## config.mk

```make
export PLATFORM = sky130hd
export DESIGN_NAME = spi_host_seq
export DESIGN_NICKNAME = d
export VERILOG_FILES = /design/src/rtl/spi_seq_pkg.sv /design/src/rtl/spi_byte_shifter.sv /design/src/rtl/spi_frame_ctl.sv /design/src/rtl/spi_host_seq.sv
export SDC_FILE = /design/constraint.sdc
export NUM_CORES = 1
export LEC_CHECK = 0
export ABC_AREA = 1
export BUFFER_PORTS_ARGS = -buffer_cell sky130_fd_sc_hd__buf_2
export CORE_MARGIN = 1
export CORE_UTILIZATION = 50
export CTS_CLUSTER_DIAMETER = 120
export DETAILED_ROUTE_END_ITERATION = 16
export HOLD_SLACK_MARGIN = 0.06
export PLACE_DENSITY = 0.69
export SYNTH_ARGS = -nofsm -noshare
export SYNTH_HDL_FRONTEND = slang
export SYNTH_HIERARCHICAL = 1
export SYNTH_SLANG_ARGS = --single-unit
```

## constraint.sdc

```tcl
create_clock -name clk -period 2.5 [get_ports clk]
set_input_delay 0.5 -clock clk [delete_from_list [all_inputs] [get_ports clk]]
set_output_delay 0.5 -clock clk [all_outputs]
set_load 0.05 [all_outputs]
```

## src/rtl/spi_seq_pkg.sv

```systemverilog
package spi_seq_pkg;
  typedef enum logic [2:0] {
    ST_IDLE, ST_ADDR, ST_WDATA, ST_POLL, ST_RDATA, ST_CMD, ST_GAP
  } seq_state_t;

  localparam logic [7:0] READY_MARK = 8'h01;
  localparam logic [7:0] FILL_BYTE  = 8'h00;
  localparam int         HDR_BYTES  = 4;
  localparam int         CMD_BYTES  = 5;
endpackage

```

## src/rtl/spi_byte_shifter.sv

```systemverilog
module spi_byte_shifter #(
  parameter int CLK_DIV = 4
) (
  input  logic       clk,
  input  logic       rst,
  input  logic       start,
  input  logic [7:0] tx_byte,
  input  logic       miso,
  output logic       sclk,
  output logic       mosi,
  output logic       done,
  output logic [7:0] rx_byte
);
  localparam int HALF = CLK_DIV / 2;

  logic       busy;
  logic [2:0] bit_cnt;
  logic [7:0] sh;
  logic       half_tick;

  generate
    if (HALF <= 1) begin : g_fast
      assign half_tick = 1'b1;
    end else begin : g_cnt
      localparam int HW = $clog2(HALF);
      logic [HW-1:0] hc;
      always_ff @(posedge clk) begin
        if (rst || !busy) hc <= '0;
        else if (hc == HW'(HALF - 1)) hc <= '0;
        else hc <= hc + 1'b1;
      end
      assign half_tick = (hc == HW'(HALF - 1));
    end
  endgenerate

  always_ff @(posedge clk) begin
    if (rst) begin
      busy    <= 1'b0;
      sclk    <= 1'b0;
      mosi    <= 1'b0;
      done    <= 1'b0;
      bit_cnt <= '0;
      sh      <= '0;
      rx_byte <= '0;
    end else begin
      done <= 1'b0;
      if (!busy) begin
        if (start) begin
          busy    <= 1'b1;
          sh      <= tx_byte;
          mosi    <= tx_byte[7];
          bit_cnt <= '0;
        end
      end else if (half_tick) begin
        if (!sclk) begin
          sclk    <= 1'b1;
          rx_byte <= {rx_byte[6:0], miso};
        end else begin
          sclk <= 1'b0;
          if (bit_cnt == 3'd7) begin
            busy <= 1'b0;
            done <= 1'b1;
          end else begin
            bit_cnt <= bit_cnt + 1'b1;
            sh      <= {sh[6:0], 1'b0};
            mosi    <= sh[6];
          end
        end
      end
    end
  end

  // data line holds still while the clock is high
  a_r8_mosi_hold: assert property (@(posedge clk) disable iff (rst)
    sclk |-> $stable(mosi));
  // a byte ends with the clock back at its idle level
  a_r8_done_low: assert property (@(posedge clk) disable iff (rst)
    done |-> !sclk);
endmodule

```

## src/rtl/spi_frame_ctl.sv

```systemverilog
module spi_frame_ctl
  import spi_seq_pkg::*;
#(
  parameter int LEN_W   = 8,
  parameter int POLL_W  = 8,
  parameter int CLK_DIV = 4
) (
  input  logic              clk,
  input  logic              rst,
  input  logic              req_valid,
  output logic              req_ready,
  input  logic [1:0]        req_op,
  input  logic [31:0]       req_addr,
  input  logic [LEN_W-1:0]  req_len,
  input  logic [39:0]       req_cmd,
  input  logic [POLL_W-1:0] poll_limit,
  input  logic [31:0]       wr_data,
  output logic              wr_take,
  output logic [31:0]       rd_data,
  output logic              rd_valid,
  output logic              rd_timeout,
  output logic              ss_n,
  output logic              bs_start,
  output logic [7:0]        bs_tx,
  input  logic              bs_done,
  input  logic [7:0]        bs_rx
);
  localparam int GW = $clog2(CLK_DIV) + 1;

  seq_state_t        st;
  logic              waiting;
  logic [2:0]        idx;
  logic              is_read;
  logic [LEN_W-1:0]  len_q, wcnt;
  logic [POLL_W-1:0] lim_q, pcnt;
  logic [31:0]       hdr, wsh, rsh;
  logic [39:0]       cmd_q;
  logic [GW-1:0]     gap_cnt;
  logic              last_word;

  assign req_ready = (st == ST_IDLE);
  assign last_word = (wcnt == len_q - LEN_W'(1));

  always_ff @(posedge clk) begin
    if (rst) begin
      st         <= ST_IDLE;
      waiting    <= 1'b0;
      idx        <= '0;
      is_read    <= 1'b0;
      len_q      <= LEN_W'(1);
      wcnt       <= '0;
      lim_q      <= POLL_W'(1);
      pcnt       <= '0;
      hdr        <= '0;
      wsh        <= '0;
      rsh        <= '0;
      cmd_q      <= '0;
      gap_cnt    <= '0;
      ss_n       <= 1'b1;
      bs_start   <= 1'b0;
      bs_tx      <= '0;
      wr_take    <= 1'b0;
      rd_data    <= '0;
      rd_valid   <= 1'b0;
      rd_timeout <= 1'b0;
    end else begin
      bs_start   <= 1'b0;
      wr_take    <= 1'b0;
      rd_valid   <= 1'b0;
      rd_timeout <= 1'b0;

      // launch the next byte of the frame
      if (!waiting && st != ST_IDLE && st != ST_GAP) begin
        waiting  <= 1'b1;
        bs_start <= 1'b1;
        unique case (st)
          ST_ADDR: begin
            bs_tx <= hdr[31:24];
            hdr   <= {hdr[23:0], 8'h00};
          end
          ST_WDATA: begin
            if (idx == 3'd0) begin
              bs_tx   <= wr_data[7:0];
              wsh     <= {8'h00, wr_data[31:8]};
              wr_take <= 1'b1;
            end else begin
              bs_tx <= wsh[7:0];
              wsh   <= {8'h00, wsh[31:8]};
            end
          end
          ST_CMD: begin
            bs_tx <= cmd_q[39:32];
            cmd_q <= {cmd_q[31:0], 8'h00};
          end
          default: bs_tx <= FILL_BYTE;
        endcase
      end

      unique case (st)
        ST_IDLE: begin
          if (req_valid) begin
            ss_n    <= 1'b0;
            idx     <= '0;
            wcnt    <= '0;
            pcnt    <= '0;
            is_read <= (req_op == 2'b01);
            len_q   <= (req_len == '0) ? LEN_W'(1) : req_len;
            lim_q   <= (poll_limit == '0) ? POLL_W'(1) : poll_limit;
            hdr     <= (req_addr & 32'h7FFF_FFFC) | {(req_op == 2'b00), 31'd0};
            cmd_q   <= req_cmd;
            st      <= req_op[1] ? ST_CMD : ST_ADDR;
          end
        end
        ST_GAP: begin
          if (gap_cnt == GW'(CLK_DIV - 1)) st <= ST_IDLE;
          else gap_cnt <= gap_cnt + 1'b1;
        end
        default: begin
          if (bs_done) begin
            waiting <= 1'b0;
            unique case (st)
              ST_ADDR: begin
                if (idx == 3'(HDR_BYTES - 1)) begin
                  idx <= '0;
                  st  <= is_read ? ST_POLL : ST_WDATA;
                end else idx <= idx + 1'b1;
              end
              ST_WDATA: begin
                if (idx == 3'd3) begin
                  idx <= '0;
                  if (last_word) begin
                    st <= ST_GAP; ss_n <= 1'b1; gap_cnt <= '0;
                  end else wcnt <= wcnt + 1'b1;
                end else idx <= idx + 1'b1;
              end
              ST_POLL: begin
                if (bs_rx == READY_MARK) begin
                  st  <= ST_RDATA;
                  idx <= '0;
                end else if (pcnt == lim_q - POLL_W'(1)) begin
                  rd_timeout <= 1'b1;
                  st <= ST_GAP; ss_n <= 1'b1; gap_cnt <= '0;
                end else pcnt <= pcnt + 1'b1;
              end
              ST_RDATA: begin
                rsh <= {bs_rx, rsh[31:8]};
                if (idx == 3'd3) begin
                  idx      <= '0;
                  rd_data  <= {bs_rx, rsh[31:8]};
                  rd_valid <= 1'b1;
                  if (last_word) begin
                    st <= ST_GAP; ss_n <= 1'b1; gap_cnt <= '0;
                  end else wcnt <= wcnt + 1'b1;
                end else idx <= idx + 1'b1;
              end
              ST_CMD: begin
                if (idx == 3'(CMD_BYTES - 1)) begin
                  st <= ST_GAP; ss_n <= 1'b1; gap_cnt <= '0;
                end else idx <= idx + 1'b1;
              end
              default: st <= ST_IDLE;
            endcase
          end
        end
      endcase
    end
  end

  // no request is accepted while a frame holds the target selected
  a_r9_ready_idle: assert property (@(posedge clk) disable iff (rst)
    req_ready |-> ss_n);
  // the last header byte leaves the two low address bits clear
  a_r1_addr_align: assert property (@(posedge clk) disable iff (rst)
    (st == ST_ADDR && idx == 3'd3 && bs_start) |-> (bs_tx[1:0] == 2'b00));
  // a timeout closes the frame and brings no data
  a_r5_timeout_close: assert property (@(posedge clk) disable iff (rst)
    rd_timeout |-> (ss_n && !rd_valid));
  // write words are only consumed inside a frame
  a_r2_take_in_frame: assert property (@(posedge clk) disable iff (rst)
    wr_take |-> !ss_n);
  // read words come from a frame that was open
  a_r3_valid_from_frame: assert property (@(posedge clk) disable iff (rst)
    rd_valid |-> !$past(ss_n));
endmodule

```

## src/rtl/spi_host_seq.sv

```systemverilog
module spi_host_seq #(
  parameter int LEN_W   = 8,
  parameter int POLL_W  = 8,
  parameter int CLK_DIV = 4
) (
  input  logic              clk,
  input  logic              rst,
  input  logic              req_valid,
  output logic              req_ready,
  input  logic [1:0]        req_op,
  input  logic [31:0]       req_addr,
  input  logic [LEN_W-1:0]  req_len,
  input  logic [39:0]       req_cmd,
  input  logic [POLL_W-1:0] poll_limit,
  input  logic [31:0]       wr_data,
  output logic              wr_take,
  output logic [31:0]       rd_data,
  output logic              rd_valid,
  output logic              rd_timeout,
  output logic              spi_sclk,
  output logic              spi_mosi,
  input  logic              spi_miso,
  output logic              spi_ss_n
);
  logic       bs_start, bs_done;
  logic [7:0] bs_tx, bs_rx;

  spi_frame_ctl #(.LEN_W(LEN_W), .POLL_W(POLL_W), .CLK_DIV(CLK_DIV)) u_ctl (
    .clk(clk), .rst(rst),
    .req_valid(req_valid), .req_ready(req_ready), .req_op(req_op),
    .req_addr(req_addr), .req_len(req_len), .req_cmd(req_cmd),
    .poll_limit(poll_limit), .wr_data(wr_data), .wr_take(wr_take),
    .rd_data(rd_data), .rd_valid(rd_valid), .rd_timeout(rd_timeout),
    .ss_n(spi_ss_n), .bs_start(bs_start), .bs_tx(bs_tx),
    .bs_done(bs_done), .bs_rx(bs_rx)
  );

  spi_byte_shifter #(.CLK_DIV(CLK_DIV)) u_shift (
    .clk(clk), .rst(rst), .start(bs_start), .tx_byte(bs_tx),
    .miso(spi_miso), .sclk(spi_sclk), .mosi(spi_mosi),
    .done(bs_done), .rx_byte(bs_rx)
  );

  // the clock never toggles while the target is deselected
  a_r7_sclk_idle: assert property (@(posedge clk) disable iff (rst)
    spi_ss_n |-> !spi_sclk);
endmodule

```

## Word-level counts from Yosys, hierarchy flattened

Index checks and enable logic that the tools add are counted.

- Input bits: 126
- Output and inout bits: 39
- Word-level logic and storage cells: 222
- Register bits: 247

- Reductions and logical operators: 42
- Bitwise logic cells: 12
- Add/subtract/negate cells: 8
- Equality and inequality tests: 41
- Mux-type cells: 91

Operators with widths:

| cell | count |
|---|---|
| $mux W40 | 4 |
| $mux W32 | 4 |
| $mux W8 | 12 |
| $mux W3 | 27 |
| $mux W7 | 5 |
| $or A31 B32 Y32 | 1 |
| $pmux W8 S2 | 2 |
| $mux W1 | 27 |
| $mux W24 | 1 |
| $pmux W8 S3 | 1 |
| $pmux W3 S2 | 3 |
| $pmux W3 S3 | 2 |
| $reduce_and A6 Y1 | 3 |
| $reduce_and A9 Y1 | 2 |
| $add A8 B1 Y8 const B | 2 |
| $eq A8 B8 Y1 | 2 |
| $logic_not A8 Y1 | 2 |
| $sub A8 B1 Y8 const B | 2 |
| $eq A3 B3 Y1 const B | 5 |
| $ne A3 B1 Y1 const B | 5 |
| $ne A2 B2 Y1 const B | 7 |
| $eq A3 B2 Y1 const B | 4 |
| $ne A3 B2 Y1 const B | 4 |
| $ne A3 B3 Y1 const B | 4 |
| other kinds (31) | 63 |

## Logic depth before layout (Yosys ltp)

- Word-level depth: 7
- Gate-level depth with buffers: 17
- Depth with buffers taken out: 17

## Hierarchy

The synthesis kept the hierarchy.

By module, submodules not included:

| module | times used | sequential area each (µm²) | area each (µm²) | cells an instance |
|---|---|---|---|---|
| spi_frame_ctl | 1 | 4164.0 | 9377.7 | 1262 |
| spi_byte_shifter | 1 | 460.4 | 1053.5 | 145 |

## Worst setup path after synthesis

OpenSTA, ideal clock, no wires.

- Path kind: register to output
- Start: reg u_ctl.st[0]
- End: out req_ready
- Cell stages (with the launch flop): 5
- Buffers on the path: 1
- Arrival time: 1.312 ns
- Required time: 2.000 ns
- Path slack: 0.688 ns
- Cells stage by stage: dfxtp_1 > nor2_1 > nand2_2 > inv_2 > clkbuf_1

- Longest elaborated chain between the ends: 1

RTL lines:

| element | RTL line | RTL |
|---|---|---|
| start: declaration | spi_frame_ctl.sv:30 | `seq_state_t st;` |
| start signal: assignment | spi_frame_ctl.sv:111 | `st <= req_op[1] ? ST_CMD : ST_ADDR;` |
| start signal: assignment | spi_frame_ctl.sv:125 | `st <= is_read ? ST_POLL : ST_WDATA;` |
| $logic_not A3 Y1 | spi_frame_ctl.sv:41 | `assign req_ready = (st == ST_IDLE);` |
| end: declaration | spi_host_seq.sv:9 | `output logic req_ready,` |

No other way between the ends.

## Worst setup path in the final report

Same ends and word-level chain as after synthesis.

==> metrics.md <==
| Metric | Value |
|---|---|
| Final Cycle Share | `93.3%` |
| Final instance count without filler cells | `1826` |
| Tightest slew margin relative to the limit | `42.5%` |
| Post-synthesis instance total | `1407` |
| CP startpoint | `u_ctl/st[0]` |
| Max Cap Viol | `0` |
| Result of the run | `finished, final reports clean` |
| Width of the chip | `146 um` |
| TritonCTS clock tree | `yes` |
| Length of the first detailed-routing pass in iterations | `5` |
| Routed wire length | `25000 um` |
| Worst hold margin | `0.209 ns` |
| Row count | `52` |
| Final setup TNS | `0 ns` |
| Worst path arrival time | `1.83 ns` |
| Worst clock skew on the final layout | `0.00897 ns` |
| Most frequent cells in the layout | `sky130_fd_sc_hd__nand2_1, sky130_fd_sc_hd__dfxtp_1, sky130_fd_sc_hd__buf_2, sky130_fd_sc_hd__a21oi_1, sky130_fd_sc_hd__o21ai_0` |
| Pin count of the biggest net entering global routing | `78` |
| Static power due to leakage | `5.45 nW` |
| Routed length per instance | `13.7 um` |
| Skew-Pair Late Insertion Delay | `0.52 ns` |
| R2R Path End | `u_ctl/bs_tx[6]` |
| Number of clock sinks seen by CTS | `231` |
| Final setup violation count | `0` |
| FF-to-FF path depth | `11` |
| Flip-flop and latch count after synthesis | `231` |
| Main synth FF type | `sky130_fd_sc_hd__dfxtp_1` |
| Worst R2R Setup Slack | `0.40 ns` |
| Startpoint of the most critical register-to-register path | `u_ctl/idx[0]` |
| Distinct cells, synth | `46` |
| Antenna violations before repair | `3` |
| Clock slew at reported path FFs | `0.06 ns` |
| Peak clock frequency supported by timing | `429 MHz` |
| Crit Path Category | `reg2out` |
| Detail-routed via count per cell | `5.21` |
| Mapped Nets | `1545` |
| Gr ovfl total | `0` |
| Total of buffers placed on input and output ports | `161` |
| Minimum clock period | `2.33 ns` |
| Total routing resource utilization after global routing | `23.3%` |
| Maximum clock path buffer count | `3` |
| Number of DRC violations after detailed routing | `0` |
| Commonest non-fill, non-tap cell in the layout | `sky130_fd_sc_hd__nand2_1` |
| Register area share after synthesis | `44.3%` |
| Cell at the root of the clock tree | `sky130_fd_sc_hd__clkbuf_16` |
| Die Outline Area | `0.0214 sq mm` |
| Mean Syn Cell Area | `7.41 sq um` |
| Die extent in y | `146 um` |
| Maximum resistive drop on vdd | `591 uV` |
| Kind of start point of the critical path | `register` |
| Worst Tran Pin Value | `0.862 ns` |
| Relative area change from synthesis to final layout | `17.9%` |
| Wire length of the first global-routing pass | `41800 um` |
| Initial cell density of the core | `51.2%` |
| Area of the mapped netlist | `0.0104 sq mm` |
| Async set or reset register ratio after synthesis | `0%` |
| Hold violation total from the final report | `0` |
| Yosys synthesis warning count | `6` |
| Via count | `9511` |
| Post-layout nets | `1673` |
| Boundary pin count | `165` |
| Number of stages on the worst hold path | `3` |
| Area leader, netlist | `sky130_fd_sc_hd__dfxtp_1` |
| Violation count after the first detailed-routing iteration | `561` |
| Hold-fix buffers at CTS | `0` |
| Area share of the largest cell type after synthesis | `44.3%` |
| Number of CTS-inserted buffers | `25` |
| Number of buffers added for setup after CTS | `0` |
| Hold worst-path end | `u_ctl/cmd_q[32]` |
| RSZ-0062 raised after global routing | `no` |
| Final ANT Viol Nets | `0` |
| Number of fillers in the final layout | `1920` |
| Maximum fanout along the worst path | `14` |
| Number of global-route vias before repair | `8675` |
| H-Tree Level Count | `1` |
| Number of placed cells counting well taps | `1778` |
| Number of cells upsized or downsized after cts | `0` |
| Hold wc startpoint | `req_cmd[32]` |
| Detail Placement HPWL | `17300 um` |
| Count of pins over their slew limit | `0` |
| Top area cells in the synthesized netlist | `sky130_fd_sc_hd__dfxtp_1, sky130_fd_sc_hd__nand2_1, sky130_fd_sc_hd__a21oi_1` |
| Final estimated routing congestion in global placement | `0.910` |
| Number of enable-type register cells in the synthesized netlist | `0` |
| Fraction of final layout cells sized beyond drive strength 1 | `17.8%` |
| Sort of element at the end of the critical path | `output pin` |
| Total power density per cell area | `1010 mW/mm^2` |
| Type of the tightest min-delay check | `in2reg` |
| Area of the core region | `0.0204 sq mm` |
| Data required, critical path | `2.00 ns` |
sequential cells by signal (all words and copies together) (netlist names), 24 cells and up:
register,cells
u_ctl/hdr,32
u_ctl/cmd_q,40
u_ctl/wsh,24
u_ctl/rd_data,32
u_ctl/rsh,24
through the flow:
step                power [W]  util [%]  area, sq um  setup slack (ns)
floorplan             0.00769         -        10400             0.688
global placement      0.00857      56.2        11400             0.473
detailed placement    0.00864      56.2        11400             0.433
CTS                    0.0125      60.4        12300             0.165
global route           0.0132      60.4        12300            0.0681
finish                 0.0124      60.4        12300             0.167
cells by family (layout without fill, tap and decap cells):
family	Yosys count	count (layout)	share of synthesized area, %
simple gates	564	564	23.6
compound gates	359	359	17.9
flops	231	231	44.3
buf+inv	181	328	7.20
mux	39	39	3.74
xor+xnor	21	21	1.76
fa+ha+maj	12	12	1.44
other cells	0	2	0
power breakdown:
part	total, W	leakage [nW]	internal (W)	switching [W]
clock network	0.00382	0.427	0.00234	0.00148
registers	0.00474	1.88	0.00434	0.000405
logic	0.00384	3.14	0.00128	0.00256
worst max-delay path by stage:
stage,endpoint
6_report,req_ready
5_1_grt,req_ready
4_1_cts,req_ready
3_5_place_dp,u_ctl/pcnt[2]
3_3_place_gp,u_ctl/bs_tx[4]
2_1_floorplan,req_ready
routing by layer:
layer,share of wire [%],up-vias,global-route usage [%]
met5,0.052,-,0
met4,2.0,2,6.67
met3,5.3,37,4.28
met2,46,217,38.0
met1,47,4296,31.5
li1,-,4959,-
worst max-delay path, stage by stage, from the launching register on:
cell and delay [ns]:
sky130_fd_sc_hd__dfxtp_1 0.37, sky130_fd_sc_hd__nor2_1 0.19, sky130_fd_sc_hd__nand2_2 0.18, sky130_fd_sc_hd__inv_2 0.25
sky130_fd_sc_hd__buf_2 0.32
layout make-up:
class / count / area, sq um / share of cell area, %
multi-input combinational: 995 / 5060 / 41.1
sequential: 231 / 4620 / 37.6
timing repair buffer: 182 / 1040 / 8.44
clock buffer: 32 / 682 / 5.54
inverter: 100 / 378 / 3.07
tap: 270 / 338 / 2.75
clock inverter: 14 / 176 / 1.43
antenna: 2 / 5.00 / 0.0407
synthesized netlist by cell type (all sizes together) (2+ instances only):
library cell and count:
or2 2, mux2i 39, nor2 158, a31oi 24, dfxtp 231, nor4 3, nand3b 5, clkinv 2
o21ai 162, buf 22, nand2 277, a21oi 160, o211ai 6, nand3 95, nand4 15, xnor2 7
xor2 14, clkbuf 59, or4 2, inv 98, ha 12, nor3 6
Note: power is estimated with default switching activity, not from simulation.
